File: config.mk
export PLATFORM = sky130hd
export DESIGN_NAME = serial_frame_tx
export DESIGN_NICKNAME = d
export VERILOG_FILES = /design/src/rtl/sftx_pkg.sv /design/src/rtl/sftx_ctrl.sv /design/src/rtl/sftx_dpath.sv /design/src/rtl/serial_frame_tx.sv
export SDC_FILE = /design/constraint.sdc
export NUM_CORES = 1
export LEC_CHECK = 0
export ABC_AREA = 0
export BUFFER_PORTS_ARGS = -buffer_cell sky130_fd_sc_hd__buf_2
export CAP_MARGIN = 10
export CORE_AREA = 2 2 53 59
export CTS_CLUSTER_DIAMETER = 100
export DETAILED_ROUTE_END_ITERATION = 8
export DIE_AREA = 0 0 55 61
export GPL_TIMING_DRIVEN = 0
export SYNTH_ARGS = -nofsm -noshare
export SYNTH_HDL_FRONTEND = slang
export SYNTH_HIERARCHICAL = 1
export SYNTH_SLANG_ARGS = --single-unit
File: constraint.sdc
create_clock -name clk -period 2.3 [get_ports clk]
set_clock_uncertainty 0.2 [all_clocks]
set_input_delay 0.345 -clock clk [delete_from_list [all_inputs] [get_ports clk]]
set_output_delay 0.345 -clock clk [all_outputs]
set_load 0.01 [all_outputs]
File: src/rtl/sftx_pkg.sv
package sftx_pkg;

  // Frame sequencer states; the data phase stays in stWait and moves bits via a shift strobe
  typedef enum logic [1:0] {
    stIdle  = 2'd0,
    stStart = 2'd1,
    stWait  = 2'd2,
    stStop  = 2'd3
  } txState_t;

  // Strobes from the control unit to the datapath
  typedef struct packed {
    logic load;   // capture word and parity, drive start bit
    logic shift;  // put next buffered bit on the line
    logic stop;   // drive stop bit
  } dpStrobe_t;

endpackage

File: src/rtl/sftx_ctrl.sv
module sftx_ctrl
  import sftx_pkg::*;
#(
  parameter int DATA_W     = 8,
  parameter int OVERSAMPLE = 16
) (
  input  logic      clk,
  input  logic      rst,
  input  logic      tickEn,
  input  logic      sendCmd,
  output dpStrobe_t strobe,
  output logic      busy
);

  localparam int SHIFT_BITS = DATA_W + 1;  // data bits plus parity
  localparam int CNT_W      = (OVERSAMPLE > 1) ? $clog2(OVERSAMPLE) : 1;
  localparam int BIT_W      = $clog2(SHIFT_BITS + 1);

  txState_t         state, nextState;
  logic             cmdPrev;
  logic             cmdPulse;
  logic [CNT_W-1:0] tickCnt;
  logic [BIT_W-1:0] bitCnt;
  logic             bitEnd;
  logic             lastShift;

  // A command counts only on its rising edge
  assign cmdPulse  = sendCmd & ~cmdPrev;
  assign bitEnd    = tickEn && (tickCnt == CNT_W'(OVERSAMPLE - 1));
  assign lastShift = (bitCnt == BIT_W'(SHIFT_BITS));

  always_comb begin
    nextState = state;
    strobe    = '0;
    case (state)
      stIdle: begin
        if (cmdPulse) begin
          strobe.load = 1'b1;
          nextState   = stStart;
        end
      end
      stStart: begin
        if (bitEnd) begin
          strobe.shift = 1'b1;
          nextState    = stWait;
        end
      end
      stWait: begin
        if (bitEnd) begin
          if (lastShift) begin
            strobe.stop = 1'b1;
            nextState   = stStop;
          end else begin
            strobe.shift = 1'b1;
          end
        end
      end
      stStop: begin
        if (bitEnd) nextState = stIdle;
      end
      default: nextState = stIdle;
    endcase
  end

  always_ff @(posedge clk) begin
    if (rst) begin
      state   <= stIdle;
      cmdPrev <= 1'b1;  // a level present at reset release is not an edge
      tickCnt <= '0;
      bitCnt  <= '0;
    end else begin
      state   <= nextState;
      cmdPrev <= sendCmd;
      if (state == stIdle) begin
        tickCnt <= '0;
      end else if (tickEn) begin
        tickCnt <= bitEnd ? '0 : tickCnt + 1'b1;
      end
      if (strobe.load) begin
        bitCnt <= '0;
      end else if (strobe.shift) begin
        bitCnt <= bitCnt + 1'b1;
      end
    end
  end

  assign busy = (state != stIdle);

endmodule

File: src/rtl/sftx_dpath.sv
module sftx_dpath
  import sftx_pkg::*;
#(
  parameter int DATA_W = 8
) (
  input  logic              clk,
  input  logic              rst,
  input  dpStrobe_t         strobe,
  input  logic [DATA_W-1:0] dataIn,
  output logic              txLine
);

  localparam int SHIFT_BITS = DATA_W + 1;

  logic [SHIFT_BITS-1:0] shiftBuf;
  logic                  parityBit;
  logic                  txReg;

  // Even parity over the captured word
  assign parityBit = ^dataIn;

  always_ff @(posedge clk) begin
    if (rst) begin
      shiftBuf <= '0;
      txReg    <= 1'b1;
    end else if (strobe.load) begin
      shiftBuf <= {parityBit, dataIn};
      txReg    <= 1'b0;
    end else if (strobe.shift) begin
      txReg    <= shiftBuf[0];
      shiftBuf <= shiftBuf >> 1;
    end else if (strobe.stop) begin
      txReg    <= 1'b1;
    end
  end

  assign txLine = txReg;

endmodule

File: src/rtl/serial_frame_tx.sv
module serial_frame_tx
  import sftx_pkg::*;
#(
  parameter int DATA_W     = 8,
  parameter int OVERSAMPLE = 16
) (
  input  logic              clk,
  input  logic              rst,
  input  logic              tickEn,
  input  logic [DATA_W-1:0] dataIn,
  input  logic              sendCmd,
  output logic              txLine,
  output logic              busy
);

  dpStrobe_t strobe;

  sftx_ctrl #(
    .DATA_W    (DATA_W),
    .OVERSAMPLE(OVERSAMPLE)
  ) uCtrl (
    .clk    (clk),
    .rst    (rst),
    .tickEn (tickEn),
    .sendCmd(sendCmd),
    .strobe (strobe),
    .busy   (busy)
  );

  sftx_dpath #(
    .DATA_W(DATA_W)
  ) uDpath (
    .clk   (clk),
    .rst   (rst),
    .strobe(strobe),
    .dataIn(dataIn),
    .txLine(txLine)
  );

endmodule

==> out/results.ini, run 1 <==
[routing]
vias=876
drc_errors=0
routed_via_density=5.006
first_pass_iters=4
ant_nets=0
drt_wl_total_mm=2.072
first_iter_violations=22
wl_per_cell_um=11.84

[timing]
min_period_ps=2120
hold_viol_final=0
holdWs_ps=66.63
fin_crit_sh=0.9217
fmax_mhz=471.7
drv_slew=0
rsz0062_at_grt=no
slew_headroom=0.6933
setup_viol=0
worstMarginPinSlew_ps=460.0

[finish]
final_util=0.4527
num_antenna_cells=0
multi_input_area_sq_um=645.6
fill_cells=288
seqCellArea_sq_um=420.4
synthToLayoutAreaGrowth_pct=12.16
nets=162
drive_gt1_frac=0.1479

[power]
p_switching_uw=258.5
pwr-share-seq=0.504
vdd_drop_max_v=0.0002655
p_leak_nw=0.4781
comb_power_share=0.279
powerDensity_nw_per_um2=652.3
finalPower_uw=812.9
clock_power_share=0.217
swShare=0.3180
p_int_uw=554.4

[cts]
ctsLongestPathBuffers=2
postCtsHoldBufs=0
cts_tree=yes
htreeDepth=1
cts_root_buf=clkbuf_4
clkSlewWorstSetupHoldPaths_ps=120
cts_buffers=3
clock_latency_ps=300
clock_sinks=21

[worst_setup_path]
required_ps=2280
timing.reg2reg.setup_slack_ps=180
startpoint_type=flip-flop
reg2reg_depth=8
end_kind=flip-flop
critPathKind=flip-flop to flip-flop
crit_path_max_fanout=10
arrival_ps=2100

[place]
port_buffers=11
place_congestion=0.7764
hpwlAfterDp_mm=1.527

[logic_synthesis]
synth_area_sq_um=1111
synth_ff_type=dfxtp_1
synth_edf_count=0
syn-instance-count=127
synth_largest_area_cell=dfxtp_1
synth-seq-cells=21
yosys-top-cells-area=dfxtp_1 38%, mux2i_1 9.9%, ha_1 7.9%
synth_top_area_share=0.3784
seq_area_frac_synth=0.3784
yosysWarnings=6
synthArstFlopShare=0
synth_area_per_cell_sq_um=8.749
synth.net_count=146
synth_cell_type_count=33

[die]
die_h_um=61
rows=20
core_area_sq_um=2753
fp.dieW_um=55
ios=14
start_util=0.4036
die_area_sq_um=3355

[min_path]
hold_class=input pin to flip-flop
min_path_cells=2

[global_route]
track_usage=0.1413
grt_pass1_vias=794
antenna_found_initial=0
gr-total-overflow=0
grt_max_degree=12
grt_pass1_wl_mm=3.387

[outcome]
status=complete, no violations

[job]
cap_viol_max_count=0

[synthesized netlist by cell type (2+ instances only)]
cell and number:
or4b_1 2, or3_1 3, nand4_1 2, o21ai_0 5
inv_1 6, mux2i_1 11, a21oi_1 10, nand2_1 4
xnor2_1 7, nor2_1 21, xor2_1 2, dfxtp_1 21
buf_1 2, nor3_1 4, nand3_1 2, buf_2 2
ha_1 7
[power groups by stage]
stage	combinational (mW)	sequential [mW]	clock [mW]
CTS	0.226	0.410	0.184
global placement	0.217	0.417	0
floorplan	0.167	0.415	0
global route	0.249	0.416	0.207
detailed placement	0.222	0.418	0
finish	0.227	0.410	0.176
[registers in the layout, summed over array words and instances (netlist names)]
name             flops
uDpath/txLine        1
uCtrl/cmdPrev        1
uDpath/shiftBuf      9
uCtrl/bitCnt         4
uCtrl/state          2
uCtrl/tickCnt        4
[routing by layer]
metal  track usage  routed length, um  vias up
met3       0.02217                 65        2
met5             0                  0        -
met1        0.1939               1057      388
met2        0.2126                933        9
met4       0.07317                 15        0
li1              -                  -      477
[worst paths after layout]
path | endpoint | from
hold reg to reg | uCtrl/bitCnt[3]$_SDFFE_PP0P_ | uCtrl/bitCnt[3]$_SDFFE_PP0P_
setup / recovery | uDpath/txLine$_SDFFE_PP1P_ | uCtrl/bitCnt[0]$_SDFFE_PP0P_
setup reg to reg | uDpath/txLine$_SDFFE_PP1P_ | uCtrl/bitCnt[0]$_SDFFE_PP0P_
hold / removal | uCtrl/cmdPrev$_SDFF_PP1_ | sendCmd
[logic make-up after synthesis]
family | count (synthesis) | synth area share
xor+xnor | 9 | 0.07095
simple gates | 45 | 0.2038
fa+ha+maj | 7 | 0.07883
buf+inv | 12 | 0.04617
flops | 21 | 0.3784
mux | 11 | 0.09910
compound gates | 22 | 0.1228
[placed cells by master, fill, tap and decap left out, drive strengths merged]
master / synthesis / final
a211oi: 1 / 1
a21boi: 2 / 2
a21oi: 10 / 10
a222oi: 1 / 1
a311oi: 1 / 1
and3b: 1 / 1
and4: 1 / 1
buf: 5 / 16
clkbuf: 1 / 5
dfxtp: 21 / 21
ha: 7 / 7
inv: 6 / 6
mux2i: 11 / 11
nand2: 4 / 4
nand2b: 1 / 1
nand3: 2 / 2
nand3b: 1 / 1
nand4: 2 / 2
nor2: 21 / 21
nor3: 4 / 4
nor4: 1 / 1
o21ai: 5 / 5
o21bai: 1 / 1
o31ai: 1 / 1
or2: 1 / 1
or3: 3 / 3
or4: 1 / 1
or4b: 2 / 2
xnor2: 7 / 7
xor2: 2 / 2
[layout make-up]
type	count	area share
multi-input combinational	94	0.5181
inverter	6	0.01807
sequential	21	0.3373
clock buffer	4	0.02108
timing repair buffer	11	0.04418
tap	33	0.03313
buffer	6	0.02811
[repair_timing]
| item | CTS | global route |
|---|---|---|
| setup buffers | 0 | 0 |
| endpoints found under the setup margin | 1 | 10 |
| resized for setup | 1 | 4 |
| pin swaps | 0 | 0 |
[metrics by stage]
stage,instance area (sq um),std cells,setup WS [ps],setup TNS (ps)
6_report,1246,175,180.2,0
5_1_grt,1246,175,11.52,0
3_3_place_gp,1207,171,16.57,0
3_5_place_dp,1207,171,-54.12,-54.12
2_1_floorplan,1111,127,269.7,0
4_1_cts,1237,175,31.20,0
[worst max-delay path, stage by stage, from the launching register on]
cell and delay (ps):
dfxtp_1 420, ha_1 180, nand3b_1 140, a21oi_2 310
nor2_2 100, buf_6 160, or3_1 340, o21ai_0 80
o21bai_1 70
Power figures use the tool's default switching activity.
==> run 2: changes to the inputs <==
- PLACE_DENSITY: default -> 0.65
==> run 2 against run 1 <==
Clock power barely moved; sequential power barely moved; final cell count rose by 0.57%; final area rose by 1.9%; critical path type unchanged; largest cell class unchanged; highest routed layer unchanged.
==> out/results.ini, run 2 (synthesis gave the netlist of run 1 again) <==
[outcome]
status=complete, no violations

[worst_setup_path]
critPathBufInv=1  ; unchanged
cp_cell_sequence=ha_1 -> nand3b_1 -> a21oi_4 -> nor2_4 -> buf_6 -> or3_1 -> o21ai_0 -> o21bai_1
critPathTopFamily=simple AND/OR/NAND/NOR gates
reg2reg_depth=8  ; unchanged
slowest_delay_ps=420  ; about the same
crit_path_max_fanout=10  ; unchanged
startpoint_type=flip-flop
required_ps=2290  ; about the same
arrival_ps=2100  ; about the same
path_depth=8  ; unchanged
end_kind=flip-flop
critPathKind=flip-flop to flip-flop
crit_slowest_cell=dfxtp_1

[die]
core_area_sq_um=2753  ; unchanged
rows=20  ; unchanged
start_util=0.4036  ; unchanged
die_area_sq_um=3355  ; unchanged
die_h_um=61  ; unchanged
ios=14  ; unchanged
fp.dieW_um=55  ; unchanged

[place]
place_congestion=0.7876  ; +1.4%
hpwlAfterDp_mm=1.568  ; +2.7%
port_buffers=11  ; unchanged
dp_cells=171  ; unchanged
placed_area_sq_um=1207  ; unchanged

[cts]
cts_buffers=3  ; unchanged
clock_latency_ps=300  ; about the same
cts_root_buf=clkbuf_4
htreeDepth=1  ; unchanged
clock_sinks=21  ; unchanged
ctsLongestPathBuffers=2  ; unchanged
postCtsHoldBufs=0  ; unchanged
cts_tree=yes
clkSlewWorstSetupHoldPaths_ps=110  ; about the same

[job]
cap_viol_max_count=0  ; unchanged

[timing]
fin_crit_sh=0.9214  ; about the same
drv_slew=0  ; unchanged
rsz0062_at_grt=no
fmax_mhz=471.9  ; about the same
setup_viol=0  ; unchanged
hold_viol_final=0  ; unchanged
slew_headroom=0.7097  ; +0.01636
worstMarginPinSlew_ps=435.4  ; -24.54 ps
min_period_ps=2119  ; -0.6100 ps

[power]
powerDensity_nw_per_um2=662.9  ; +1.6%
p_leak_nw=0.4871  ; +1.9%
vdd_drop_max_v=0.0003825  ; +44%

[routing]
routed_via_density=5.125  ; +2.4%
ant_nets=0  ; unchanged
drc_errors=0  ; unchanged
drt_wl_total_mm=2.091  ; +0.92%
vias=902  ; +3.0%
first_pass_iters=4  ; unchanged
first_iter_violations=15  ; -32%
wl_per_cell_um=11.88  ; +0.34%

[finish]
mostFrequentLayoutCells=20 x nor2_1, 20 x dfxtp_1, 12 x buf_2, 11 x mux2i_1, 9 x a21oi_1
top_register=uDpath/shiftBuf
nets=163  ; +0.62%
finalNonFillerCells=176  ; +0.57%
final_area_sq_um=1270  ; +1.9%
drive_gt1_frac=0.1678  ; +0.01994
num_antenna_cells=0  ; unchanged
largest_reg_flops=9  ; unchanged
synthToLayoutAreaGrowth_pct=14.30
largestRegisters=uDpath/shiftBuf: 9 flops, uCtrl/bitCnt: 4 flops, uCtrl/tickCnt: 4 flops

[global_route]
grt_pass1_vias=889  ; +12%
grt_pass1_wl_mm=3.705  ; +9.4%
track_usage=0.1520  ; +0.01072
antenna_found_initial=0  ; unchanged
gr-total-overflow=0  ; unchanged
grt_max_degree=12  ; unchanged

[min_path]
min_path_cells=2  ; unchanged
hold_class=input pin to flip-flop

-- run 2: changes by cell type in the layout (fill, tap and decap cells not counted), sizes merged --
cell / previous run / this run
buf: 16 / 17
-- run 2: worst register-to-register path: stages, from the launching register on --
cell and delay, ps:
dfxtp_1 420, ha_1 180, nand3b_1 180, a21oi_4 300, nor2_4 70, buf_6 150
or3_1 340, o21ai_0 80, o21bai_1 80
-- run 2: path summary, 6_finish.rpt --
path | start | endpoint | slack (ps)
worst min-delay path | sendCmd | uCtrl/cmdPrev$_SDFF_PP1_ | 60
worst max register to register | uCtrl/bitCnt[0]$_SDFFE_PP0P_ | uDpath/txLine$_SDFFE_PP1P_ | 180
worst max-delay path | uCtrl/bitCnt[0]$_SDFFE_PP0P_ | uDpath/txLine$_SDFFE_PP1P_ | 180
worst min register to register | uCtrl/bitCnt[3]$_SDFFE_PP0P_ | uCtrl/bitCnt[3]$_SDFFE_PP0P_ | 300
-- run 2: where the power goes --
| part | internal [mW] | switching, mW | leakage, nW |
|---|---|---|---|
| logic | 0.112 | 0.144 | 0.301 |
| clock network | 0.0676 | 0.108 | 0.0150 |
| registers | 0.391 | 0.0195 | 0.171 |
| total | 0.571 | 0.271 | 0.487 |
-- run 2: metrics by stage --
stage | power (mW) | utilization | TNS, ps | hold WS (ps) | setup slack, ps
after global routing | 0.9024 | 0.4614 | 0 | 41.41 | 25.21
after detailed placement | 0.6435 | 0.4386 | -55.59 | 283.9 | -55.59
after global placement | 0.6307 | 0.4386 | 0 | 258.7 | 23.85
after CTS | 0.8274 | 0.4495 | 0 | 47.50 | 59.81
after floorplan | 0.5813 | - | 0 | 250.8 | 269.7
final | 0.8419 | 0.4614 | 0 | 59.30 | 180.8
-- run 2: routing by layer --
metal  GRT usage  routed length (um)  vias up
met5           0                   0        -
met4     0.08014                  62        0
met3     0.03202                  73        8
met2      0.2449                1034       15
met1      0.1882                 921      408
li1            -                   -      471
-- run 2: final cells by class --
cell class	instances	area, sq um
Fill cell	286	1483
Multi-Input combinational cell	94	660.6
Sequential cell	21	421.7
Timing Repair Buffer	12	62.56
Tap cell	33	41.29
Buffer	6	35.03
Clock buffer	4	26.28
Inverter	6	22.52
-- run 2: what timing repair did --
action | CTS | global route
gates resized for setup | 1 | 8
pin swaps | 0 | 1
buffers inserted | 0 | 1
endpoints found under the setup margin | 1 | 12
==> run 3: changes to the inputs <==
==> constraint.sdc (replaced) <==
create_clock -name clk -period 2.3 [get_ports clk]
set_clock_uncertainty 0.2 [all_clocks]
set_input_delay 0.23 -clock clk [delete_from_list [all_inputs] [get_ports clk]]
set_output_delay 0.23 -clock clk [all_outputs]
set_load 0.01 [all_outputs]
==> run 3 against run 2 <==
The run now ends with negative hold slack left; final cell count up 4.5%; core utilization rose by 2.9 points; clock power hardly changed; sequential share of layout area shrank 2.0 points; routed wire length is 6.0% higher; hold slack got worse by 61 ps.
==> out/results.ini, run 3 (synthesis gave the netlist of run 1 again) <==
[worst_setup_path]
startpoint_type=flip-flop
slowest_delay_ps=420  ; about the same
critPathBufInv=1  ; unchanged
crit_path_max_fanout=10  ; unchanged
timing.reg2reg.setup_slack_ps=170  ; about the same
r2r_start=uCtrl/bitCnt[0]$_SDFFE_PP0P_
reg2reg_depth=8  ; unchanged
cp_cell_sequence=ha_1 -> nand3b_1 -> a21oi_4 -> nor2_4 -> buf_6 -> or3_1 -> o21ai_0 -> o21bai_1
end_kind=flip-flop
timing.rr.end=uDpath/txLine$_SDFFE_PP1P_
critPathKind=flip-flop to flip-flop
critPathTopFamily=simple AND/OR/NAND/NOR gates
crit_slowest_cell=dfxtp_1
required_ps=2280  ; about the same
arrival_ps=2110  ; about the same

[routing]
first_pass_iters=4  ; unchanged
vias=926  ; +2.7%
routed_via_density=5.033  ; -1.8%
top_layer_used=met4
ant_nets=0  ; unchanged
wl_per_cell_um=12.05  ; +1.4%
drt_wl_total_mm=2.217  ; +6.0%
first_iter_violations=27  ; +12
wl_met3_um=84  ; +15%
route.met2.wl_mm=1.110  ; +7.4%
drc_errors=0  ; unchanged
wl_met1_um=961  ; +4.3%

[die]
die_h_um=61  ; unchanged
die_area_sq_um=3355  ; unchanged
start_util=0.4036  ; unchanged
rows=20  ; unchanged
ios=14  ; unchanged
fp.dieW_um=55  ; unchanged
core_area_sq_um=2753  ; unchanged

[global_route]
grt_pass1_wl_mm=3.919  ; +5.8%
track_usage=0.1620  ; +0.01000
grt_max_degree=12  ; unchanged
grt_pass1_vias=931  ; +4.7%
antenna_found_initial=0  ; unchanged
gr-total-overflow=0  ; unchanged

[cts]
cts_root_buf=clkbuf_4
clock_sinks=21  ; unchanged
clock_latency_ps=300  ; about the same
cts_tree=yes
ctsLongestPathBuffers=2  ; unchanged
htreeDepth=1  ; unchanged
clkSlewWorstSetupHoldPaths_ps=110  ; about the same
cts_buffers=3  ; unchanged

[place]
port_buffers=11  ; unchanged
hpwlAfterDp_mm=1.568  ; unchanged
place_congestion=0.7876  ; unchanged

[outcome]
violations=negative hold slack
status=finished, violations left

[timing]
min_period_ps=2127  ; +7.300 ps
drv_slew=0  ; unchanged
hold_viol_final=1  ; +1
fmax_mhz=470.2  ; -0.34%
rsz0062_at_grt=no
worstMarginPinSlew_ps=447.7  ; +12.25 ps
slew_headroom=0.7015  ; -0.008166
setup_viol=0  ; unchanged
holdWs_ps=-1.526  ; -60.83 ps
fin_crit_sh=0.9246  ; +0.003174

[power]
p_leak_nw=0.5205  ; +6.9%
powerDensity_nw_per_um2=632.4  ; -4.6%
vdd_drop_max_v=0.0003885  ; +1.6%

[finish]
mostFrequentLayoutCells=20 x nor2_1, 20 x dfxtp_1, 12 x buf_2, 11 x mux2i_1, 9 x a21oi_1
num_antenna_cells=0  ; unchanged
multi_input_area_sq_um=660.6  ; unchanged
seqCellArea_sq_um=421.7  ; unchanged
largestRegisters=uDpath/shiftBuf: 9 flops, uCtrl/bitCnt: 4 flops, uCtrl/tickCnt: 4 flops
largest_reg_flops=9  ; unchanged
fill_cells=276  ; -3.5%
drive_gt1_frac=0.1589  ; -0.008892
synthToLayoutAreaGrowth_pct=21.51
top_register=uDpath/shiftBuf
final_util=0.4905  ; +0.02909
nets=171  ; +4.9%

[min_path]
min_path_cells=3  ; +1
hp-start=dataIn[3]
hold_class=input pin to flip-flop
min_to=uDpath/shiftBuf[3]$_SDFFE_PP0P_

[job]
cap_viol_max_count=0  ; unchanged

[run 3: tightest hold or removal path: cells and delay by family]
family | cells | cell delay, ps
buffers and inverters | 1 | 90
AND/OR/NAND/NOR | 1 | 80
AO/OA/AOI/OAI | 1 | 60
[run 3: repair_timing]
action                                  in CTS  in global routing
pin swaps                                    0                  1
endpoints found under the setup margin       1                 12
gates resized for setup                      1                  8
setup buffers                                0                  1
hold buffers                                 8                  0
endpoints found under the hold margin        8                  0
[run 3: worst max path at each step]
stage / depth (start not counted) / from / end / slack (ps)
after global placement: 8 / uCtrl/bitCnt[0]$_SDFFE_PP0P_ / uDpath/txLine$_SDFFE_PP1P_ / 20
after detailed placement: 8 / uCtrl/bitCnt[0]$_SDFFE_PP0P_ / uDpath/txLine$_SDFFE_PP1P_ / -60
after floorplan: 8 / uCtrl/bitCnt[0]$_SDFFE_PP0P_ / uDpath/txLine$_SDFFE_PP1P_ / 270
after global routing: 7 / uCtrl/state[1]$_SDFFE_PP0P_ / uDpath/shiftBuf[3]$_SDFFE_PP0P_ / 10
final: 8 / uCtrl/bitCnt[0]$_SDFFE_PP0P_ / uDpath/txLine$_SDFFE_PP1P_ / 170
after CTS: 9 / uCtrl/tickCnt[0]$_SDFFE_PP0P_ / uDpath/shiftBuf[2]$_SDFFE_PP0P_ / 60
[run 3: stage by stage]
step	power, mW	cells	TNS [ps]	worst slack (ps)	cell area (sq um)
floorplan	0.5813	127	0	269.7	1111
global placement	0.6307	171	0	23.85	1207
detailed placement	0.6435	171	-55.59	-55.59	1207
CTS	0.8376	183	0	59.81	1318
global route	0.9154	184	0	12.10	1350
finish	0.8538	184	0	173.5	1350
[run 3: per-layer routing]
metal | track usage | up-vias
met5 | 0 | -
li1 | - | 489
met3 | 0.03202 | 8
met4 | 0.08014 | 0
met2 | 0.2602 | 23
met1 | 0.2049 | 406
[run 3: cell type report]
cell class / instances / share of cell area
multi-input combinational: 94 / 0.4893
sequential: 21 / 0.3123
timing repair buffer: 20 / 0.1057
tap: 33 / 0.03058
buffer: 6 / 0.02595
clock buffer: 4 / 0.01946
inverter: 6 / 0.01668
[run 3: power breakdown]
| group | leakage [nW] | total [mW] | switching (mW) | internal [mW] |
|---|---|---|---|---|
| sequential | 0.171 | 0.411 | 0.0195 | 0.391 |
| combinational | 0.335 | 0.267 | 0.146 | 0.121 |
| clock | 0.0150 | 0.176 | 0.108 | 0.0676 |
| total | 0.521 | 0.854 | 0.274 | 0.580 |
